$ cat config.mk
export PLATFORM = sky130hd
export DESIGN_NAME = sec_rtc
export DESIGN_NICKNAME = d
export VERILOG_FILES = /design/src/rtl/rtc_pkg.sv /design/src/rtl/rtc_counter.sv /design/src/rtl/rtc_alarm.sv /design/src/rtl/rtc_regdec.sv /design/src/rtl/sec_rtc.sv
export SDC_FILE = /design/constraint.sdc
export NUM_CORES = 1
export LEC_CHECK = 0
export ABC_AREA = 1
export BUFFER_PORTS_ARGS = -buffer_cell sky130_fd_sc_hd__buf_4
export CAP_MARGIN = 20
export CORE_ASPECT_RATIO = 1.1
export CORE_MARGIN = 4
export CORE_UTILIZATION = 45
export CTS_BUF_LIST = sky130_fd_sc_hd__clkbuf_8
export DETAILED_ROUTE_END_ITERATION = 8
export SKIP_CTS_REPAIR_TIMING = 1
export SLEW_MARGIN = 25
export SYNTH_ARGS = -nofsm -noshare
export SYNTH_HDL_FRONTEND = slang
export SYNTH_SLANG_ARGS = --single-unit
$ cat constraint.sdc
create_clock -name clk_i -period 3 [get_ports clk_i]
set_clock_uncertainty 0.05 [all_clocks]
set_input_delay 0.6 -clock clk_i [delete_from_list [all_inputs] [get_ports clk_i]]
set_output_delay 0.6 -clock clk_i [all_outputs]
set_load 0.05 [all_outputs]
$ cat src/rtl/rtc_pkg.sv
package rtc_pkg;
  // word indices (byte offset >> 2)
  localparam logic [9:0] W_COUNT  = 10'h000;
  localparam logic [9:0] W_MATCH  = 10'h001;
  localparam logic [9:0] W_LOAD   = 10'h002;
  localparam logic [9:0] W_CTRL   = 10'h003;
  localparam logic [9:0] W_MASK   = 10'h004;
  localparam logic [9:0] W_RAW    = 10'h005;
  localparam logic [9:0] W_MSTAT  = 10'h006;
  localparam logic [9:0] W_CLEAR  = 10'h007;

  function automatic logic [7:0] id_byte(input logic [2:0] idx);
    case (idx)
      3'd0:    return 8'h31;
      3'd1:    return 8'h10;
      3'd2:    return 8'h14;
      3'd3:    return 8'h00;
      3'd4:    return 8'h0D;
      3'd5:    return 8'hF0;
      3'd6:    return 8'h05;
      default: return 8'hB1;
    endcase
  endfunction
endpackage

$ cat src/rtl/rtc_counter.sv
module rtc_counter #(
  parameter int DW = 32
) (
  input  logic          clk_i,
  input  logic          rst_ni,
  input  logic          tick_i,
  input  logic          load_wr_i,
  input  logic [DW-1:0] wdata_i,
  output logic [DW-1:0] cnt_o,
  output logic [DW-1:0] cnt_next_o,
  output logic          cnt_upd_o,
  output logic [DW-1:0] load_o
);
  logic [DW-1:0] cnt_q, load_q;

  // load beats tick
  always_comb begin
    cnt_next_o = cnt_q;
    if (load_wr_i)   cnt_next_o = wdata_i;
    else if (tick_i) cnt_next_o = cnt_q + DW'(1);
  end
  assign cnt_upd_o = load_wr_i | tick_i;

  always_ff @(posedge clk_i or negedge rst_ni) begin
    if (!rst_ni) begin
      cnt_q  <= '0;
      load_q <= '0;
    end else begin
      cnt_q <= cnt_next_o;
      if (load_wr_i) load_q <= wdata_i;
    end
  end

  assign cnt_o  = cnt_q;
  assign load_o = load_q;

  a_r1_tick_inc: assert property (@(posedge clk_i) disable iff (!rst_ni)
    (tick_i && !load_wr_i) |=> cnt_q == $past(cnt_q) + DW'(1));
  a_r1_hold: assert property (@(posedge clk_i) disable iff (!rst_ni)
    (!tick_i && !load_wr_i) |=> $stable(cnt_q));
  a_r2_load: assert property (@(posedge clk_i) disable iff (!rst_ni)
    load_wr_i |=> (cnt_q == $past(wdata_i)) && (load_q == $past(wdata_i)));
endmodule

$ cat src/rtl/rtc_alarm.sv
module rtc_alarm #(
  parameter int DW = 32
) (
  input  logic          clk_i,
  input  logic          rst_ni,
  input  logic          match_wr_i,
  input  logic          mask_wr_i,
  input  logic          clr_wr_i,
  input  logic [DW-1:0] wdata_i,
  input  logic [DW-1:0] cnt_next_i,
  input  logic          cnt_upd_i,
  output logic [DW-1:0] match_o,
  output logic          mask_o,
  output logic          raw_o,
  output logic          irq_o
);
  logic [DW-1:0] match_q, match_d;
  logic          mask_q, raw_q, evt;

  assign match_d = match_wr_i ? wdata_i : match_q;
  // fire only when count or match changes into equality
  assign evt = (cnt_upd_i | match_wr_i) && (cnt_next_i == match_d);

  always_ff @(posedge clk_i or negedge rst_ni) begin
    if (!rst_ni) begin
      match_q <= '0;
      mask_q  <= 1'b0;
      raw_q   <= 1'b0;
    end else begin
      match_q <= match_d;
      if (mask_wr_i) mask_q <= wdata_i[0];
      if (evt)           raw_q <= 1'b1;
      else if (clr_wr_i) raw_q <= 1'b0;
    end
  end

  assign match_o = match_q;
  assign mask_o  = mask_q;
  assign raw_o   = raw_q;
  assign irq_o   = raw_q & mask_q;

  a_r3_set_on_match: assert property (@(posedge clk_i) disable iff (!rst_ni)
    evt |=> raw_q);
  a_r6_clear: assert property (@(posedge clk_i) disable iff (!rst_ni)
    (clr_wr_i && !evt) |=> !raw_q);
  a_r6_sticky: assert property (@(posedge clk_i) disable iff (!rst_ni)
    (raw_q && !clr_wr_i) |=> raw_q);
  a_r5_mask_bit0: assert property (@(posedge clk_i) disable iff (!rst_ni)
    mask_wr_i |=> mask_q == $past(wdata_i[0]));
endmodule

$ cat src/rtl/rtc_regdec.sv
module rtc_regdec
  import rtc_pkg::*;
#(
  parameter int AW = 12,
  parameter int DW = 32
) (
  input  logic          wr_en_i,
  input  logic [AW-1:0] addr_i,
  input  logic [DW-1:0] cnt_i,
  input  logic [DW-1:0] match_i,
  input  logic [DW-1:0] load_i,
  input  logic          mask_i,
  input  logic          raw_i,
  output logic          load_wr_o,
  output logic          match_wr_o,
  output logic          mask_wr_o,
  output logic          clr_wr_o,
  output logic [DW-1:0] rdata_o
);
  localparam int WW = AW - 2;
  logic [WW-1:0] widx;
  logic          in_id;

  assign widx  = addr_i[AW-1:2];
  assign in_id = &widx[WW-1:3];

  assign load_wr_o  = wr_en_i && (widx == WW'(W_LOAD));
  assign match_wr_o = wr_en_i && (widx == WW'(W_MATCH));
  assign mask_wr_o  = wr_en_i && (widx == WW'(W_MASK));
  assign clr_wr_o   = wr_en_i && (widx == WW'(W_CLEAR));

  always_comb begin
    rdata_o = '0;
    if (in_id) rdata_o = DW'(id_byte(widx[2:0]));
    else begin
      case (widx)
        WW'(W_COUNT): rdata_o = cnt_i;
        WW'(W_MATCH): rdata_o = match_i;
        WW'(W_LOAD):  rdata_o = load_i;
        WW'(W_CTRL):  rdata_o = DW'(1);
        WW'(W_MASK):  rdata_o = DW'(mask_i);
        WW'(W_RAW):   rdata_o = DW'(raw_i);
        WW'(W_MSTAT): rdata_o = DW'(raw_i & mask_i);
        default:      rdata_o = '0;
      endcase
    end
  end

  // at most one strobe per write
  always_comb a_r9_one_strobe: assert ($onehot0({load_wr_o, match_wr_o, mask_wr_o, clr_wr_o}));
endmodule

$ cat src/rtl/sec_rtc.sv
module sec_rtc #(
  parameter int AW = 12,
  parameter int DW = 32
) (
  input  logic          clk_i,
  input  logic          rst_ni,
  input  logic          tick_i,
  input  logic          wr_en_i,
  input  logic [AW-1:0] addr_i,
  input  logic [DW-1:0] wdata_i,
  output logic [DW-1:0] rdata_o,
  output logic          irq_o
);
  logic [DW-1:0] cnt, cnt_next, load_val, match_val;
  logic          cnt_upd, load_wr, match_wr, mask_wr, clr_wr, mask, raw;

  rtc_regdec #(.AW(AW), .DW(DW)) u_dec (
    .wr_en_i(wr_en_i), .addr_i(addr_i), .cnt_i(cnt), .match_i(match_val),
    .load_i(load_val), .mask_i(mask), .raw_i(raw), .load_wr_o(load_wr),
    .match_wr_o(match_wr), .mask_wr_o(mask_wr), .clr_wr_o(clr_wr), .rdata_o(rdata_o)
  );

  rtc_counter #(.DW(DW)) u_cnt (
    .clk_i(clk_i), .rst_ni(rst_ni), .tick_i(tick_i), .load_wr_i(load_wr),
    .wdata_i(wdata_i), .cnt_o(cnt), .cnt_next_o(cnt_next), .cnt_upd_o(cnt_upd),
    .load_o(load_val)
  );

  rtc_alarm #(.DW(DW)) u_alm (
    .clk_i(clk_i), .rst_ni(rst_ni), .match_wr_i(match_wr), .mask_wr_i(mask_wr),
    .clr_wr_i(clr_wr), .wdata_i(wdata_i), .cnt_next_i(cnt_next), .cnt_upd_i(cnt_upd),
    .match_o(match_val), .mask_o(mask), .raw_o(raw), .irq_o(irq_o)
  );

  a_r4_match_now: assert property (@(posedge clk_i) disable iff (!rst_ni)
    ((load_wr || match_wr) && (cnt_next == (match_wr ? wdata_i : match_val))) |=> raw);
  a_r7_no_ctrl_effect: assert property (@(posedge clk_i) disable iff (!rst_ni)
    (wr_en_i && addr_i[AW-1:2] == (AW-2)'(3) && !tick_i) |=> $stable(cnt) && $stable(match_val));
endmodule

Yosys cells after proc, flatten, opt, wreduce, memory -nomap -nowiden:

Index checks and enable logic that the tools add are counted.

* bits in registers: 98
* input bits: 48
* output and inout bits: 33
* logic and storage cells: 41

* add/sub/neg operators: 1
* equality and inequality tests: 14
* multiplexer cells: 8
* bitwise operators: 4
* reduce and logical (&&, ||, !) cells: 9

Operators with widths (count)
* 32-bit one-hot mux with 7 select lines: 1
* 32-bit two-way mux: 4
* 8-bit one-hot mux with 7 select lines: 1
* 10-bit by 3-bit == test with 1-bit output, second input constant: 4
* 32-bit by 1-bit adder with 32-bit output, second input constant: 1
* 32-bit == test: 1
* 10-bit by 2-bit == test with 1-bit output, second input constant: 2
* 10-bit by 1-bit == test with 1-bit output, second input constant: 1
* 10-bit zero test: 1
* 3-bit == test, second input constant: 3
* 7-bit AND reduction: 1
* 3-bit by 2-bit == test with 1-bit output, second input constant: 2
* 1-bit logical AND: 5
* 3-bit by 1-bit == test with 1-bit output, second input constant: 1
* 3-bit zero test: 1
* 1-bit bitwise AND: 2
* 1-bit two-way mux: 2
* 1-bit bitwise OR: 2
* 2-bit nonzero test: 1

Logic depth before layout (Yosys ltp):

Gate-level depths: netlist (run 1).

* depth in word-level cells: 6
* depth in mapped cells: 18
* mapped depth without buffers: 17

Hierarchy:

Synthesis (run 1) repeated with hierarchy kept, for this count alone.

* cell total of the unflattened synthesis: 908
* area, all modules: 6189.7 um^2

Modules (own cells, without submodules)
* rtc_counter: instances 1, cells an instance 417, area an instance 3299.4 um^2, seq. area each 1601.5 um^2
* rtc_alarm: instances 1, cells an instance 287, area an instance 1973.1 um^2, seq. area each 850.8 um^2
* rtc_regdec: instances 1, cells an instance 204, area an instance 917.1 um^2, seq. area each 0.0 um^2

Worst setup path after synthesis (run 1):

Ideal clock, no wire load.

* path type: input -> output
* from: input addr_i[8]
* to: output rdata_o[0]
* data arrival time: 2.587 ns
* required time: 2.350 ns
* path slack: -0.237 ns
* stages: 8
* buffers on the path: 1
* path through: nor2_1 -> nand2_2 -> nor2_4 -> buf_2 -> nand2_1 -> inv_1 -> a221oi_1 -> a32oi_1

* cells in the longest elaborated chain, start to end: 3
* elaborated cells between the ends (all ways): 10
* those cells by class: eq/ne: 6; mux: 2; reduce/logical: 2

Ends and longest elaborated chain
* start, declared: RTL line sec_rtc.sv:9 `input logic [AW-1:0] addr_i,`
* 10-bit by 3-bit == test with 1-bit output (tied with other cells): RTL line rtc_regdec.sv:36 `case (widx)`
* 32-bit one-hot mux with 7 select lines: RTL line rtc_regdec.sv:36
* 32-bit two-way mux (*): RTL line rtc_regdec.sv:34 `if (in_id) rdata_o = DW'(id_byte(widx[2:0]));`
* end, declared: RTL line sec_rtc.sv:11 `output logic [DW-1:0] rdata_o,`

Every way passes the cells marked *; elsewhere a longest branch is shown, timed or not.

Final worst setup path (run 1):

* from: input addr_i[10]
* to: output rdata_o[24]

The elaborated chain is that of the path after synthesis.

==> results of run 1 <==
## kinds of logic (layout without fill, tap and decap cells)
family	count (synthesis)	count (layout)	synth area share [%]
buffers and inverters	177	271	11.4
DFF	98	98	38.1
and+or+nand+nor	570	570	38.1
AOI/OAI and AO/OA	108	108	11.2
adders and majority gates	1	1	0.195
xor gates and xnor gates	7	7	0.954
## registers in the layout (all words and copies together), names as in the netlist
signal,count
u_cnt.cnt_o,32
u_alm.raw_o,1
u_cnt.load_o,32
u_alm.mask_o,1
u_alm.match_o,32
## per-layer routing
metal / GRT usage (%) / vias to the layer above / share of wire [%] / wire [um]
li1: - / 3285 / - / -
met1: 34.2 / 2888 / 46 / 8810
met2: 40.6 / 148 / 48 / 9190
met3: 3.52 / 29 / 4.1 / 784
met4: 8.78 / 0 / 2.4 / 455
met5: 0 / - / 0 / 0
## final timing paths
path                                 start                end  cells past startpoint
setup / recovery                addr_i[10]        rdata_o[24]                     10
hold / removal                      rst_ni  u_alm.match_o[28]                      1
setup reg to reg            u_cnt.cnt_o[0]        u_alm.raw_o                     17
hold reg to reg            u_cnt.load_o[2]    u_cnt.load_o[2]                      2
max in group asynchronous           rst_ni     u_cnt.cnt_o[4]                      2
min in group clk_i             wdata_i[17]  u_alm.match_o[17]                      3
## placed cells by master, fill, tap and decap left out, types with 3 or more instances in the layout
cell       instances
or2_2              3
dfrtp_1           98
o221ai_1          20
nand2_1          355
nand3_1           79
inv_1            137
o21ai_0           48
o221ai_2           4
buf_12             6
nand4_1           39
xor2_1             3
o21ai_1            5
nor3_1             6
o21ai_2            8
xnor2_1            4
o21bai_1           7
clkbuf_8          10
nor2_1            72
inv_2              6
a21oi_1            3
o2111ai_1          3
buf_4            107
## where the power goes
group / internal (mW) / switching (mW)
combinational: 0.219 / 0.403
sequential: 1.39 / 0.0972
clock: 0.401 / 0.482
## metrics by stage
step / power (mW) / setup slack, ns / cells
4_1_cts: 3.02 / 0.128 / 1243
3_5_place_dp: 2.13 / 0.128 / 1229
6_report: 2.99 / 0.179 / 1243
5_1_grt: 3.20 / 0.00377 / 1243
2_1_floorplan: 1.90 / -0.163 / 961
3_3_place_gp: 2.13 / 0.123 / 1229
## cell type report
cell class                 instances  area, sq um  area share, %
clock buffer                      10          138           1.80
timing repair buffer             113          923           12.1
tap                              188          235           3.08
sequential                        98         2450           32.1
clock inverter                     4         53.8          0.705
inverter                         144          541           7.08
multi-input combinational        686         3290           43.1
==> flow_summary.yaml, run 1 <==
power:
  p_leak_nw: 4.05
  power_density_nw_per_um2: 392
  ir_drop_v: 0.000198
floorplan:
  dieArea_sq_um: 16300
  die_x_um: 122
  coreArea_sq_um: 13900
  rows: 45
  die_y_um: 133
  io-pin-count: 81
  start_util_pct: 46.2
yosys:
  ys.warnings.count: 0
  yosysMostFrequentCell: "nand2_1"
  ys.flop_type: "dfrtp_1"
  ys_types: 44
  ys_seq_area_share_pct: 38.1
  yosysTopAreaCell: "dfrtp_1"
  syn_nets: 1010
  synth_cells: 961
  synth_top_area_share_pct: 38.1
  synth_common_cells: "nand2_1, inv_1, dfrtp_1"
  synth_area_leaders: "dfrtp_1, nand2_1, inv_1"
  syn_area_sq_um: 6430
  avgSynthCellArea_sq_um: 6.69
  synth_edf_count: 0
  ys_seq_elements: 98
  synthArstFlopShare_pct: 100
run_status:
  status: "finished, final reports clean"
cts:
  insertion_delay_ns: 0.39
  clock-root-buffer: "clkbuf_8"
  cts_tree: "built"
  numCtsBuffers: 9
  clkTransAtPathRegs_ns: 0.09
  htreeDepth: 3
  clock_path_buffers: 2
  clock_sink_count: 98
sta:
  fin_tns_setup_ns: 0
  report.final.slew_viol_count: 0
  max_freq_mhz: 355
  worstMarginPinSlew_ns: 0.530
  period_minus_slack_ns: 2.82
  finalSetupViolCount: 0
  finalCritPeriodShare_pct: 94.0
  grt_setup_unrepaired: "no"
  timing.hold.ws_ns: 0.143
  hold_viol_final: 0
  max_slew_margin_pct: 64.7
finish:
  nets: 1101
  areaGrowthSynthToFinish_pct: 18.7
  n_antenna_cell: 0
  fin_util_pct: 54.9
  post-route-cell-area_sq_um: 7630
  fillers: 1422
  drive_above_1_share_pct: 15.4
route:
  dr_total_vias: 6350
  drc_errors: 0
  drtIter0Drc: 491
  wirelength_um: 19200
  routedWlPerCell_um: 15.5
  drt-pass1-iter-count: 5
  postRouteAntennaNets: 0
  vias_per_cell: 5.11
worst_setup_path:
  crit_path_end_kind: "output port"
  cp.arrival_ns: 2.17
  worstPathMaxFanout: 11
  ff2ff_setup_slack_ns: 0.25
  path_buf_inv: 5
  max_stage_delay_ns: 0.23
  start_kind: "input port"
  critical_path_required_ns: 2.35
  slowest_stage: "buf_4"
  path_common_cell: "buf_4"
  path_cells: "buf_4, nor2_1, buf_4, nand2_2, nor2_8, nand2_1, buf_4, buf_4, o221ai_1, buf_4"
  path_class: "input port to output port"
  crit_family: "buffers and inverters"
global_route:
  grt_pass1_vias: 6138
  gr-usage-all-layers_pct: 25.0
  grt_pass1_wl_um: 31800
  grt.overflow.total: 0
  antenna_found_initial: 0
  grt_max_degree: 50
placement:
  post_dp_cell_area_sq_um: 7440
  place.gp.congestion: 0.880
  io_buffers: 78
  hpwl_um: 14500
run:
  cap_viol_max_count: 0
worst_hold_path:
  hold_path.class: "input port to asynchronous set/reset pin"
Power figures use the tool's default switching activity.
==> run 2: changes to the inputs <==
--- a/config.mk
+++ b/config.mk
@@ -9,10 +9,10 @@
 export BUFFER_PORTS_ARGS = -buffer_cell sky130_fd_sc_hd__buf_4
 export CAP_MARGIN = 20
 export CORE_ASPECT_RATIO = 1.1
-export CORE_MARGIN = 4
 export CORE_UTILIZATION = 45
 export CTS_BUF_LIST = sky130_fd_sc_hd__clkbuf_8
 export DETAILED_ROUTE_END_ITERATION = 8
+export GPL_ROUTABILITY_DRIVEN = 0
 export SKIP_CTS_REPAIR_TIMING = 1
 export SLEW_MARGIN = 25
 export SYNTH_ARGS = -nofsm -noshare
==> constraint.sdc (replaced) <==
create_clock -name clk_i -period 3.07 [get_ports clk_i]
set_clock_uncertainty 0.05 [all_clocks]
set_input_delay 0.614 -clock clk_i [delete_from_list [all_inputs] [get_ports clk_i]]
set_output_delay 0.614 -clock clk_i [all_outputs]
set_load 0.05 [all_outputs]
==> run 2 against run 1 <==
- clock-buffer cell count rose by 1
- hold slack better by 0.0069 ns
- critical path depth fell by 1
- final cell count unchanged
- combinational power down 2%
- final area is 0.41% higher
- first-iteration DRC count is 8.4% lower
==> flow_summary.yaml, run 2 (synthesis gave the netlist of run 1 again) <==
sta:
  finalSetupViolCount: 0
  fin_tns_setup_ns: 0
  worstMarginPinSlew_ns: 0.571
  max_slew_margin_pct: 62.0
  max_freq_mhz: 335
  finalCritPeriodShare_pct: 97.3
  report.final.slew_viol_count: 0
  period_minus_slack_ns: 2.99
  hold_viol_final: 0
  grt_setup_unrepaired: "no"
  timing.hold.ws_ns: 0.150
finish:
  final_cell_mix: "nand2_1, inv_1, buf_4, dfrtp_1, nand3_1"
  fillers: 1443
  drive_above_1_share_pct: 15.4
  final_common_cell: "nand2_1"
  register_area_sq_um: 2450
  multi_input_area_sq_um: 3290
  fin_util_pct: 55.3
  areaGrowthSynthToFinish_pct: 19.2
  nets: 1099
  n_antenna_cell: 0
route:
  vias_per_cell: 5.19
  wirelength_um: 19300
  drtIter0Drc: 450
  drt-pass1-iter-count: 5
  routedWlPerCell_um: 15.5
  dr_total_vias: 6453
  drc_errors: 0
  postRouteAntennaNets: 0
floorplan:
  die_x_um: 116
  rows: 45
  die_y_um: 127
  io-pin-count: 81
  coreArea_sq_um: 13900
  dieArea_sq_um: 14800
  start_util_pct: 46.4
cts:
  clock_sink_count: 98
  insertion_delay_ns: 0.40
  clock-root-buffer: "clkbuf_8"
  clkTransAtPathRegs_ns: 0.10
  clock_path_buffers: 2
  cts_tree: "built"
  numCtsBuffers: 9
  htreeDepth: 3
global_route:
  grt_pass1_wl_um: 31300
  grt_max_degree: 45
  grt.overflow.total: 0
  antenna_found_initial: 0
  gr-usage-all-layers_pct: 27.9
  grt_pass1_vias: 6051
power:
  power_density_nw_per_um2: 401
  ir_drop_v: 0.000261
  p_leak_nw: 4.07
worst_setup_path:
  critical_path_required_ns: 2.41
  worstPathMaxFanout: 16
  start_kind: "input port"
  path_class: "input port to output port"
  cp.arrival_ns: 2.32
  crit_path_end_kind: "output port"
worst_hold_path:
  hold_path.class: "input port to asynchronous set/reset pin"
placement:
  hpwl_um: 14300
  io_buffers: 78
run:
  cap_viol_max_count: 0
run_status:
  status: "finished, final reports clean"
==> run 2: changes by cell type in the layout (fill, tap and decap cells not counted), sizes merged <==
cell      change
bufinv        +1
clkinvlp      -2
buf           -2
clkinv        +2
clkbuf        +1
==> run 2: cell type report <==
type	count	area share, %
Multi-Input combinational cell	686	42.9
Clock inverter	5	1.13
Clock buffer	11	1.98
Timing Repair Buffer	111	11.9
Tap cell	188	3.07
Inverter	144	7.06
Sequential cell	98	32.0
==> run 2: per-stage QoR <==
stage,power [mW],instance area [sq um],cells,setup slack [ns]
2_1_floorplan,1.85,6470,961,-0.121
3_3_place_gp,2.08,7390,1223,0.0166
3_5_place_dp,2.08,7390,1223,-0.0126
4_1_cts,3.09,7630,1239,-0.0125
5_1_grt,3.26,7660,1243,0.00707
6_report,3.07,7660,1243,0.0821
==> run 2: path summary, 6_finish.rpt <==
| check | cells past startpoint | endpoint | slack [ns] | startpoint |
|---|---|---|---|---|
| max | 9 | rdata_o[23] | 0.08 | addr_i[10] |
| min | 1 | u_cnt.load_o[16] | 0.15 | rst_ni |
| max reg2reg | 17 | u_alm.raw_o | 0.38 | u_cnt.cnt_o[0] |
| min reg2reg | 2 | u_cnt.load_o[2] | 0.44 | u_cnt.load_o[2] |
| max in group asynchronous | 2 | u_cnt.cnt_o[4] | 2.16 | rst_ni |
| min in group clk_i | 3 | u_alm.match_o[29] | 0.40 | wdata_i[29] |
==> run 2: power breakdown <==
part           switching (mW)  total [mW]  internal (mW)  leakage, nW
registers              0.0933        1.45           1.36         1.06
clock network           0.503        1.01          0.508        0.120
logic                   0.395       0.610          0.214         2.89
total                   0.992        3.07           2.08         4.07
==> run 2: critical path, cell delays in order <==
cell      delay (ns)
buf_4           0.12
nor2_1          0.21
buf_4           0.20
nand2_2         0.09
nor2_8          0.16
nand2_1         0.11
buf_4           0.24
o221ai_1        0.31
buf_4           0.26
==> run 2: layer usage <==
layer / wire (um) / part of all wire [%] / vias up / global-route usage (%)
met1: 8980 / 47 / 2994 / 37.2
met4: 383 / 2.0 / 0 / 9.35
li1: - / - / 3279 / -
met5: 0 / 0 / - / 0
met3: 705 / 3.7 / 26 / 3.46
met2: 9220 / 48 / 154 / 46.5
==> run 3: changes to the inputs <==
--- a/config.mk
+++ b/config.mk
@@ -8,13 +8,13 @@
 export ABC_AREA = 1
 export BUFFER_PORTS_ARGS = -buffer_cell sky130_fd_sc_hd__buf_4
 export CAP_MARGIN = 20
-export CORE_ASPECT_RATIO = 1.1
+export CORE_ASPECT_RATIO = 1.4
 export CORE_UTILIZATION = 45
 export CTS_BUF_LIST = sky130_fd_sc_hd__clkbuf_8
 export DETAILED_ROUTE_END_ITERATION = 8
 export GPL_ROUTABILITY_DRIVEN = 0
 export SKIP_CTS_REPAIR_TIMING = 1
-export SLEW_MARGIN = 25
+export SLEW_MARGIN = 10
 export SYNTH_ARGS = -nofsm -noshare
 export SYNTH_HDL_FRONTEND = slang
 export SYNTH_SLANG_ARGS = --single-unit
==> run 3 against run 2 <==
- first-iteration DRC count is 32% lower
- critical endpoint unchanged
- routed wire length is 0.20% lower
- fmax is 3.3% higher
- critical path depth is 1 lower
- clock-buffer cell count is 1 lower
- critical path type unchanged
==> flow_summary.yaml, run 3 (synthesis gave the netlist of run 1 again) <==
power:
  netSwitchingFraction_pct: 31.7
  clkPwrFrac_pct: 31.9
  p_leak_nw: 4.08
  share_comb_of_total_power_pct: 20.2
  switchingPower_mw: 0.962
  ir_drop_v: 0.000271
  p_int_mw: 2.07
  power_density_nw_per_um2: 395
  finalPower_mw: 3.03
  p_seq_share_pct: 47.9
route:
  routedWlPerCell_um: 15.5
  postRouteAntennaNets: 0
  dr_total_vias: 6457
  drt-pass1-iter-count: 5
  drtIter0Drc: 307
  wirelength_um: 19300
  drc_errors: 0
  vias_per_cell: 5.20
cts:
  clkTransAtPathRegs_ns: 0.10
  clock-root-buffer: "clkbuf_8"
  htreeDepth: 3
  insertion_delay_ns: 0.37
  clock_path_buffers: 2
  numCtsBuffers: 9
  cts_tree: "built"
  clock_sink_count: 98
finish:
  drive_above_1_share_pct: 15.5
  final_common_cell: "nand2_1"
  nets: 1101
  final_cell_mix: "nand2_1, inv_1, buf_4, dfrtp_1, nand3_1"
  n_antenna_cell: 0
  final_cells: 1242
  areaGrowthSynthToFinish_pct: 19.3
  register_area_sq_um: 2450
  multi_input_area_sq_um: 3300
  post-route-cell-area_sq_um: 7670
  fillers: 1447
  fin_util_pct: 55.1
floorplan:
  die_x_um: 103
  dieArea_sq_um: 14800
  coreArea_sq_um: 13900
  rows: 51
  start_util_pct: 46.2
  die_y_um: 143
  io-pin-count: 81
sta:
  finalCritPeriodShare_pct: 94.3
  hold_viol_final: 0
  grt_setup_unrepaired: "no"
  max_slew_margin_pct: 66.3
  setup_slack_ns: 0.176
  period_minus_slack_ns: 2.89
  finalSetupViolCount: 0
  report.final.slew_viol_count: 0
  max_freq_mhz: 346
  worstMarginPinSlew_ns: 0.506
placement:
  dp_cells: 1226
  hpwl_um: 14700
  post_dp_cell_area_sq_um: 7430
  dpl_worst_slack_ns: -0.0175
  io_buffers: 78
global_route:
  grt_pass1_wl_um: 30900
  grt_max_degree: 54
  gr-usage-all-layers_pct: 27.8
  antenna_found_initial: 0
  grt_pass1_vias: 6310
  grt.overflow.total: 0
worst_setup_path:
  start_kind: "input port"
  worstPathMaxFanout: 10
  path_class: "input port to output port"
  ff2ff_setup_slack_ns: 0.36
  crit_path_end_kind: "output port"
  ff2ff_path_depth: 14
  rr_startpoint: "u_cnt.cnt_o[4]"
  rr_endpoint: "u_alm.raw_o"
  cp.arrival_ns: 2.23
  critical_path_required_ns: 2.41
worst_hold_path:
  hold_path.class: "input port to asynchronous set/reset pin"
run_status:
  status: "finished, final reports clean"
run:
  cap_viol_max_count: 0
run 3: through the flow:
stage,TNS (ns),hold WS (ns)
6_report,0,0.141
5_1_grt,0,0.155
4_1_cts,-0.0970,0.145
3_5_place_dp,-0.0352,0.410
3_3_place_gp,-0.0139,0.405
2_1_floorplan,-1.70,0.268
run 3: worst max path at each step:
stage	slack (ns)	end	depth (start not counted)	startpoint
after global routing	0.04	rdata_o[14]	10	addr_i[6]
after global placement	-0.01	rdata_o[24]	10	addr_i[8]
after detailed placement	-0.02	rdata_o[24]	10	addr_i[8]
after CTS	-0.03	rdata_o[24]	10	addr_i[8]
after floorplan	-0.12	rdata_o[22]	7	addr_i[8]
final	0.18	rdata_o[23]	8	addr_i[10]
run 3: cell type report:
type | count | area share, %
sequential | 98 | 32.0
clock buffer | 10 | 1.79
tap | 185 | 3.02
multi-input combinational | 686 | 43.0
timing repair buffer | 113 | 12.0
inverter | 144 | 7.05
clock inverter | 6 | 1.16
run 3: power by group through the flow:
stage                     sequential, mW  combinational (mW)  clock (mW)
after CTS                           1.45               0.615       0.995
after global placement              1.48               0.608           0
after detailed placement            1.48               0.613           0
after floorplan                     1.45               0.407           0
final                               1.45               0.612       0.966
after global routing                1.47               0.707        1.04
run 3: critical path, cell delays in order:
cell,delay (ns)
buf_4,0.12
nor2_1,0.28
nand2_2,0.14
nor2_8,0.16
nand2_1,0.13
buf_4,0.21
o221ai_1,0.30
buf_4,0.26
run 3: metal layers:
layer	vias up	share of wire (%)	wire length, um	GRT usage (%)
met5	-	0	0	0
met2	116	53	10300	51.5
met3	29	2.7	529	3.21
met4	0	2.0	389	8.38
met1	3034	42	8060	32.9
li1	3278	-	-	-
